==> src/rtl/cs_seq_pkg.sv <==
`timescale 1ns/1ps
package cs_seq_pkg;

  localparam int unsigned LEN_A   = 4;
  localparam int unsigned LEN_B   = 5;
  localparam int unsigned NUM_OUT = 16;

  localparam logic [LEN_A-1:0] TAPS_A = 4'b1100;
  localparam logic [LEN_B-1:0] TAPS_B = 5'b10100;
  localparam logic [LEN_A-1:0] DEF_A  = 4'b0001;
  localparam logic [LEN_B-1:0] DEF_B  = 5'b00001;

  // Strobes from the control unit to the datapath.
  typedef struct packed {
    logic advance;
    logic load;
    logic useDefA;
    logic useDefB;
  } seqCtrl_t;

endpackage

==> src/rtl/cs_seq_lfsr.sv <==
`timescale 1ns/1ps
module cs_seq_lfsr #(
  parameter int unsigned        W    = 4,
  parameter logic [W-1:0]       TAPS = 4'b1100,
  parameter logic [W-1:0]       SEED = 4'b0001
) (
  input  logic         clk,
  input  logic         rst,
  input  logic         advance,
  input  logic         load,
  input  logic [W-1:0] loadVal,
  output logic [W-1:0] state
);

  logic feedback;
  assign feedback = ^(state & TAPS);

  always_ff @(posedge clk) begin
    if (rst)          state <= SEED;
    else if (load)    state <= loadVal;
    else if (advance) state <= {state[W-2:0], feedback};
  end

  // a register of either length never reaches the lock-up state
  a_r2_state_nonzero: assert property (@(posedge clk) disable iff (rst)
    state != '0);

  // one step moves every stage up by one place
  a_r3_shift_step: assert property (@(posedge clk) disable iff (rst)
    (advance && !load) |=> state[W-1:1] == $past(state[W-2:0]));

  // no strobe, no change
  a_r5_state_hold: assert property (@(posedge clk) disable iff (rst)
    (!advance && !load) |=> $stable(state));

endmodule

==> src/rtl/cs_seq_ctrl.sv <==
`timescale 1ns/1ps
module cs_seq_ctrl
  import cs_seq_pkg::*;
#(
  parameter int unsigned WA = LEN_A,
  parameter int unsigned WB = LEN_B
) (
  input  logic          stepEn,
  input  logic          seedValid,
  input  logic [WA-1:0] seedA,
  input  logic [WB-1:0] seedB,
  output seqCtrl_t      ctrl
);

  always_comb begin
    ctrl.load    = seedValid;
    ctrl.advance = stepEn && !seedValid;   // load wins
    ctrl.useDefA = (seedA == '0);
    ctrl.useDefB = (seedB == '0);
  end

endmodule

==> src/rtl/cs_seq_datapath.sv <==
`timescale 1ns/1ps
module cs_seq_datapath
  import cs_seq_pkg::*;
#(
  parameter int unsigned WA   = LEN_A,
  parameter int unsigned WB   = LEN_B,
  parameter int unsigned NOUT = NUM_OUT
) (
  input  logic            clk,
  input  logic            rst,
  input  seqCtrl_t        ctrl,
  input  logic [WA-1:0]   seedA,
  input  logic [WB-1:0]   seedB,
  output logic [NOUT-1:0] seqOut
);

  logic [WA-1:0] stateA;
  logic [WB-1:0] stateB;
  logic [WA-1:0] loadA;
  logic [WB-1:0] loadB;

  assign loadA = ctrl.useDefA ? DEF_A : seedA;
  assign loadB = ctrl.useDefB ? DEF_B : seedB;

  cs_seq_lfsr #(.W(WA), .TAPS(TAPS_A), .SEED(DEF_A)) i_regA (
    .clk(clk), .rst(rst), .advance(ctrl.advance), .load(ctrl.load),
    .loadVal(loadA), .state(stateA)
  );

  cs_seq_lfsr #(.W(WB), .TAPS(TAPS_B), .SEED(DEF_B)) i_regB (
    .clk(clk), .rst(rst), .advance(ctrl.advance), .load(ctrl.load),
    .loadVal(loadB), .state(stateB)
  );

  // Distinct stage pairing per output channel
  for (genvar k = 0; k < NOUT; k++) begin : g_pair
    localparam int unsigned IDX_A = k % WA;
    localparam int unsigned IDX_B = ((k / WA) + ((IDX_A == WA - 1) ? 1 : 0)) % WB;
    assign seqOut[k] = stateA[IDX_A] ^ stateB[IDX_B];
  end

  // output vector holds while idle
  a_r5_out_stable: assert property (@(posedge clk) disable iff (rst)
    (!ctrl.advance && !ctrl.load) |=> $stable(seqOut));

  // a nonzero seed is taken as given
  a_r6_seed_load: assert property (@(posedge clk) disable iff (rst)
    (ctrl.load && seedA != '0 && seedB != '0) |=>
      (stateA == $past(seedA) && stateB == $past(seedB)));

  // zero seed falls back to default, per register
  a_r7_zero_seed_a: assert property (@(posedge clk) disable iff (rst)
    (ctrl.load && seedA == '0) |=> stateA == DEF_A);
  a_r7_zero_seed_b: assert property (@(posedge clk) disable iff (rst)
    (ctrl.load && seedB == '0) |=> stateB == DEF_B);

endmodule

==> src/rtl/cs_seq_gen.sv <==
`timescale 1ns/1ps
module cs_seq_gen
  import cs_seq_pkg::*;
(
  input  logic               clk,
  input  logic               rst,
  input  logic               stepEn,
  input  logic               seedValid,
  input  logic [LEN_A-1:0]   seedA,
  input  logic [LEN_B-1:0]   seedB,
  output logic [NUM_OUT-1:0] seqOut
);

  seqCtrl_t ctrl;

  cs_seq_ctrl #(.WA(LEN_A), .WB(LEN_B)) i_ctrl (
    .stepEn(stepEn), .seedValid(seedValid),
    .seedA(seedA), .seedB(seedB), .ctrl(ctrl)
  );

  cs_seq_datapath #(.WA(LEN_A), .WB(LEN_B), .NOUT(NUM_OUT)) i_dp (
    .clk(clk), .rst(rst), .ctrl(ctrl),
    .seedA(seedA), .seedB(seedB), .seqOut(seqOut)
  );

endmodule

==> config.mk <==
export PLATFORM = sky130hd
export DESIGN_NAME = cs_seq_gen
export DESIGN_NICKNAME = d
export VERILOG_FILES = /design/src/rtl/cs_seq_pkg.sv /design/src/rtl/cs_seq_lfsr.sv /design/src/rtl/cs_seq_ctrl.sv /design/src/rtl/cs_seq_datapath.sv /design/src/rtl/cs_seq_gen.sv
export SDC_FILE = /design/constraint.sdc
export NUM_CORES = 1
export LEC_CHECK = 0
export ABC_AREA = 1
export BUFFER_PORTS_ARGS = -buffer_cell sky130_fd_sc_hd__buf_2
export CORE_AREA = 2 2 45 47
export DETAILED_ROUTE_END_ITERATION = 16
export DIE_AREA = 0 0 47 49
export MAX_ROUTING_LAYER = met4
export PLACE_DENSITY = 0.71
export SLEW_MARGIN = 15
export SYNTH_ARGS = -nofsm -noshare
export SYNTH_HDL_FRONTEND = slang
export SYNTH_HIERARCHICAL = 1
export SYNTH_SLANG_ARGS = --single-unit
==> constraint.sdc <==
create_clock -name clk -period 3 [get_ports clk]
set_input_delay 0.6 -clock clk [delete_from_list [all_inputs] [get_ports clk]]
set_output_delay 0.6 -clock clk [all_outputs]
set_load 0.005 [all_outputs]
==> out/qor.csv, run 1 <==
stage,metric,value,unit
timing,worst_pin_slew,0.6815,ns
placed_design,gp_congestion,0.8633,
power,power.switching,113.1,uW
floorplan,core-area,1842,sq um
power,irDropWorstVdd,188.4,uV
routing,routed_wl,1803,microns
final_layout,finalNonFillerCells,214,
routing,routedWlPerCell,8.425,microns
timing,final.setup.tns,0,ns
critical_path,path_common_cell,nand2_1,
timing,grt_setup_unrepaired,no,
power,combPwrFrac,30.6,%
power,switching_share,33.33,%
critical_path,r2r_slack,2.11,ns
yosys,ys_warn_count,6,
critical_path,end_kind,primary output,
routing,drtPass1Iterations,5,
power,p_leak,0.0006334,uW
timing,hold_viol,0,
yosys,yosys-top-cells-area,"nand2_1, dfxtp_1, inv_1",
yosys,synth_area,777.0,sq um
final_layout,area_growth,24.80,%
critical_path,crit_fanout,8,
yosys,seq_area_frac_synth,23.19,%
critical_path,reg2reg_depth,4,
final_layout,nets,201,
power,powerDensity,350.0,nW/um^2
cts,clock_sink_count,9,
cts,cts_setup_buffers,0,
status,outcome,completed,
floorplan,dieHeight,49,microns
cts,clk_path_buf_depth,2,
placed_design,dpl.hpwl,1491,microns
yosys,syn_avg_cell_area,4.981,sq um
final_layout,n_antenna_cell,0,
min_path,worst_hold_path_type,reg2reg,
power,power_frac_clock,26.8,%
critical_path,worstSetupStartpoint,i_dp/i_regA/state[2],
timing,finalClockSkew,0.00009517,ns
global_route,grt_pass1_vias,805,
yosys,ys_top_cells_by_count,"nand2_1, inv_1, nand3_1, nor2_1, inv_2",
global_route,antenna_found_initial,0,
floorplan,rows,16,
timing,fin_ws,1.306,ns
critical_path,slowest_stage,dfxtp_1,
power,intPower,226.3,uW
yosys,ys_seq_elements,9,
yosys,synth_edf_count,0,
yosys,synth_top_area_share,37.20,%
cts,root_buffer,clkbuf_4,
critical_path,start_kind,flop,
global_route,grt_max_degree,15,
power,p_seq_share,42.7,%
cts,cts.hold.buffers_added,0,
global_route,grt_pass1_wl,3056,microns
yosys,synthesis.nets,169,
cts,clkLatencyLatePin,0.25,ns
critical_path,path_class,reg2out,
timing,fmax,590.2,MHz
final_layout,seq_area,180.2,sq um
cts,cts_resized,0,
final_layout,drive_above_1_share,23.53,%
yosys,async_flop_share,0,%
placed_design,dp_slack,1.146,ns
yosys,ys.flop_type,dfxtp_1,
placed_design,port_buffers,28,
critical_path,worstReg2RegEnd,i_dp/i_regA/state[3],
timing,slew_headroom,54.40,%
global_route,track_usage,17.48,%
final_layout,multi_input_area,473.0,sq um
floorplan,top_level_ports,29,
timing,fin_crit_sh,56.48,%
placed_design,dp_cells,210,
cts,numCtsBuffers,3,
timing,report.final.slew_viol_count,0,
routing,drt-initial-drc-count,24,
final_layout,post-route-util,52.65,%
floorplan,die_w,47,microns
timing,period_needed,1.694,ns
cts,cts_tree,yes,
critical_path,crit_path_max_incr_delay,0.50,ns
critical_path,required,2.40,ns
routing,drcViolationCount,0,
timing,setup_violations,0,
critical_path,cp_cell_sequence,"inv_2, nand2_1, nand2_1, buf_2",
final_layout,nFillCells,209,
global_route,grt_overflow,0,
yosys,synth_top_area_cell,nand2_1,
floorplan,design.die.area,2303,sq um
routing,ant_nets,0,
yosys,synth.most_common_cell,nand2_1,
yosys,syn_inst,156,
critical_path,crit_arrival,1.09,ns
routing,via_per_inst,4.486,
routing,vias,960,
flow_run,maxCapViolations,0,
floorplan,initial_utilization,42.19,%
cts,htree_num_levels,1,
cts,clkTransAtPathRegs,0.06,ns
critical_path,endpoint,seqOut[10],
critical_path,r2r-start,i_dp/i_regA/state[2],
yosys,synth.distinct_cells,13,
## critical path: cells and delay by family (launching register included)
kind | cells | cell delay, ns
simple gates | 2 | 0.12
flops | 1 | 0.50
buf+inv | 2 | 0.22
## power groups by stage
| stage | logic [uW] | clock network (uW) | registers (uW) |
|---|---|---|---|
| final | 104 | 90.8 | 145 |
| after CTS | 104 | 93.1 | 145 |
| after global routing | 120 | 102 | 147 |
| after global placement | 102 | 0 | 147 |
| after detailed placement | 104 | 0 | 147 |
| after floorplan | 66.3 | 0 | 142 |
## per-stage QoR
| stage | cell area [sq um] | total power [uW] | hold slack (ns) |
|---|---|---|---|
| after floorplan | 777.0 | 208.3 | 0.5089 |
| after global placement | 943.4 | 248.9 | 0.5385 |
| after detailed placement | 943.4 | 251.5 | 0.5394 |
| after CTS | 969.7 | 342.1 | 0.5512 |
| after global routing | 969.7 | 368.3 | 0.5877 |
| final | 969.7 | 339.4 | 0.5479 |
## sequential cells by signal (all words and copies together) (netlist names)
register / cells
i_dp/i_regB/state: 5
i_dp/i_regA/state: 4
## cell usage in the layout, fill, tap and decap left out, drive strengths merged
cell type,n
dfxtp,9
and2,1
o21ai,2
clkbuf,4
buf,28
nand2,77
inv,31
xnor2,1
a21oi,2
nor2,15
or2,2
nand3,15
## cell type report
class / instances / area share, %
Multi-Input combinational cell: 115 / 48.77
Sequential cell: 9 / 18.58
Tap cell: 27 / 3.484
Inverter: 31 / 12.00
Clock buffer: 4 / 2.710
Timing Repair Buffer: 28 / 14.45
## layer usage
metal / track usage (%) / share of wire, % / up-vias
met5: - / 0 / -
met4: 5.556 / 0.67 / 0
met3: 1.111 / 4.5 / 2
met2: 31.28 / 49 / 32
met1: 19.64 / 45 / 405
li1: - / - / 521
## worst min path at each step
stage                                     from  cells after the start  slack, ns              endpoint
final                     i_dp/i_regB/state[4]                      2       0.55  i_dp/i_regB/state[0]
after global routing      i_dp/i_regB/state[4]                      2       0.59  i_dp/i_regB/state[0]
after CTS                 i_dp/i_regB/state[4]                      2       0.55  i_dp/i_regB/state[0]
after detailed placement  i_dp/i_regB/state[4]                      2       0.54  i_dp/i_regB/state[0]
after global placement    i_dp/i_regB/state[4]                      2       0.54  i_dp/i_regB/state[0]
after floorplan           i_dp/i_regB/state[4]                      2       0.51  i_dp/i_regB/state[0]
## kinds of logic (layout without fill, tap and decap cells)
| group | after synthesis | after routing | share of synthesized area [%] |
|---|---|---|---|
| compound gates | 4 | 4 | 2.577 |
| xor+xnor | 1 | 1 | 1.127 |
| buf+inv | 32 | 63 | 15.94 |
| flops | 9 | 9 | 23.19 |
| simple gates | 110 | 110 | 57.17 |
No activity file was read; power rests on OpenSTA's default activity.
==> inputs of run 2 (changes only) <==
--- a/config.mk
+++ b/config.mk
@@ -5,13 +5,13 @@
 export SDC_FILE = /design/constraint.sdc
 export NUM_CORES = 1
 export LEC_CHECK = 0
-export ABC_AREA = 1
+export ABC_AREA = 0
 export BUFFER_PORTS_ARGS = -buffer_cell sky130_fd_sc_hd__buf_2
-export CORE_AREA = 2 2 45 47
+export CORE_AREA = 2 2 44 46
 export DETAILED_ROUTE_END_ITERATION = 16
-export DIE_AREA = 0 0 47 49
+export DIE_AREA = 0 0 46 48
 export MAX_ROUTING_LAYER = met4
-export PLACE_DENSITY = 0.71
+export PLACE_DENSITY = 0.69
 export SLEW_MARGIN = 15
 export SYNTH_ARGS = -nofsm -noshare
 export SYNTH_HDL_FRONTEND = slang
==> constraint.sdc (replaced) <==
create_clock -name clk -period 1.5 [get_ports clk]
set_input_delay 0.3 -clock clk [delete_from_list [all_inputs] [get_ports clk]]
set_output_delay 0.3 -clock clk [all_outputs]
set_load 0.005 [all_outputs]
==> run 2 against run 1 <==
  * Critical endpoint is now seqOut[14]
  * Clock skew is 0.0041 ns higher
  * Clock-buffer cell count is the same
  * Power rose by 100%
  * Largest cell class unchanged
  * Flip-flop and latch count unchanged
==> out/qor.csv, run 2 <==
stage,metric,value,unit
status,outcome,completed,
floorplan,top_level_ports,29,
global_route,track_usage,14.03,%
routing,ant_nets,0,
timing,fin_crit_sh,91.96,%
placed_design,postPlaceCellArea,809.5,sq um
routing,routedWlPerCell,11.18,microns
placed_design,dpl.hpwl,1051,microns
floorplan,dieHeight,48,microns
final_layout,reg_top3,"i_dp/i_regB/state: 5 flops, i_dp/i_regA/state: 4 flops",
final_layout,largest-register,i_dp/i_regB/state,
yosys,syn_inst,70,
timing,worst_pin_slew,0.5224,ns
yosys,synth.distinct_cells,15,
yosys,synth_area,656.9,sq um
cts,cts.hold.buffers_added,0,
critical_path,path_class,reg2out,
floorplan,rows,15,
final_layout,layout_commonest_cell,buf_2,
yosys,yosys-top-cells-area,"dfxtp_1, xor2_1, mux2i_1",
routing,routed_wl,1319,microns
critical_path,start_kind,flop,
cts,numCtsBuffers,3,
cts,clk_path_buf_depth,2,
final_layout,nets,115,
timing,slew_headroom,64.85,%
power,p_leak,0.0004611,uW
cts,clkTransAtPathRegs,0.06,ns
routing,vias,571,
routing,drtPass1Iterations,3,
yosys,synth_top_area_cell,dfxtp_1,
global_route,antenna_found_initial,0,
floorplan,core-area,1689,sq um
yosys,synthesis.nets,83,
final_layout,stdcell_area,835.8,sq um
timing,report.final.slew_viol_count,0,
cts,root_buffer,clkbuf_4,
final_layout,drive_above_1_share,38.61,%
cts,clkLatencyLatePin,0.26,ns
cts,htree_num_levels,1,
timing,grt_setup_unrepaired,no,
final_layout,largest_register_ffs,5,
yosys,ys.flop_type,dfxtp_1,
timing,holdWs,0.3188,ns
timing,hold_viol,0,
yosys,synth_edf_count,0,
floorplan,die_w,46,microns
critical_path,end_kind,primary output,
floorplan,initial_utilization,38.89,%
global_route,grt_max_degree,12,
final_layout,area_growth,27.24,%
critical_path,slowest_stage,dfxtp_1,
final_layout,multi_input_area,452.9,sq um
yosys,synth.most_common_cell,xor2_1,
flow_run,maxCapViolations,0,
global_route,grt_overflow,0,
global_route,grt_pass1_wl,2007,microns
placed_design,gp_congestion,0.6878,
critical_path,crit_fanout,7,
yosys,ys_top_cells_by_count,"xor2_1, dfxtp_1, mux2i_1, nor2_1, nor2b_1",
timing,setup_violations,0,
cts,cts_resized,0,
yosys,ys_warn_count,6,
cts,cts_tree,yes,
final_layout,post-route-util,49.48,%
timing,fin_ws,0.1206,ns
critical_path,crit_arrival,1.08,ns
routing,drcViolationCount,0,
final_layout,final_cell_mix,"buf_2, xor2_1, mux2i_1, dfxtp_1",
yosys,syn_avg_cell_area,9.384,sq um
cts,clock_sink_count,9,
global_route,grt_pass1_vias,479,
critical_path,required,1.20,ns
power,irDropWorstVdd,342.9,uV
yosys,synth_top_area_share,27.43,%
timing,finalClockSkew,0.004154,ns
placed_design,dp_slack,-0.05188,ns
timing,period_needed,1.379,ns
yosys,seq_area_frac_synth,27.43,%
yosys,async_flop_share,0,%
critical_path,cp_cell_sequence,"xor2_1, buf_2",
routing,drt-initial-drc-count,3,
min_path,worst_hold_path_type,in2reg,
timing,fmax,725.0,MHz
cts,cts_setup_buffers,0,
floorplan,design.die.area,2208,sq um
routing,via_per_inst,4.839,
final_layout,n_antenna_cell,0,
critical_path,crit_path_max_incr_delay,0.51,ns
final_layout,nFillCells,168,
power,powerDensity,814.0,nW/um^2
yosys,ys_seq_elements,9,
power,finalPower,680.3,uW
placed_design,port_buffers,28,
final_layout,seq_area,180.2,sq um
## run 2: path summary, 6_finish.rpt
| kind | start | to | slack, ns | depth (start not counted) |
|---|---|---|---|---|
| min | rst | i_dp/i_regA/state[3] | 0.32 | 2 |
| max reg2reg | i_dp/i_regA/state[2] | i_dp/i_regA/state[3] | 0.48 | 3 |
| min reg2reg | i_dp/i_regB/state[0] | i_dp/i_regB/state[0] | 0.63 | 2 |
| max | i_dp/i_regA/state[2] | seqOut[14] | 0.12 | 2 |
## run 2: critical path: cells and delay by family (launching register included)
| family | cells | cell delay (ns) |
|---|---|---|
| XOR/XNOR | 1 | 0.17 |
| buffers and inverters | 1 | 0.13 |
| flip-flops | 1 | 0.51 |
## run 2: area by class of cell
class / count / area share (%)
multi-input combinational: 58 / 54.19
sequential: 9 / 21.56
timing repair buffer: 30 / 18.56
clock buffer: 4 / 3.144
tap: 17 / 2.545
## run 2: report_power, final
part	internal [uW]	leakage, uW	switching (uW)
registers	257	0.0000746	36.3
logic	116	0.000372	80.4
clock network	103	0.0000150	88.6
total	475	0.000461	205
## run 2: kinds of logic after synthesis
group | Yosys count | synth area share, %
xor+xnor | 18 | 24.00
flops | 9 | 27.43
buf+inv | 3 | 3.619
compound gates | 4 | 3.048
simple gates | 20 | 16.19
mux | 16 | 25.71
## run 2: per-stage QoR
stage / TNS, ns / instances
2_1_floorplan: 0 / 70
3_3_place_gp: 0 / 114
3_5_place_dp: -0.1916 / 114
4_1_cts: 0 / 118
5_1_grt: 0 / 118
6_report: 0 / 118
## run 2: per-layer routing
metal  global-route usage [%]  vias to the layer above  part of all wire, %
met3                    5.660                        2                  6.3
met4                    8.571                        0                  1.2
met5                        -                        -                    0
li1                         -                      296                    -
met1                    13.87                      251                   44
met2                    23.06                       22                   49
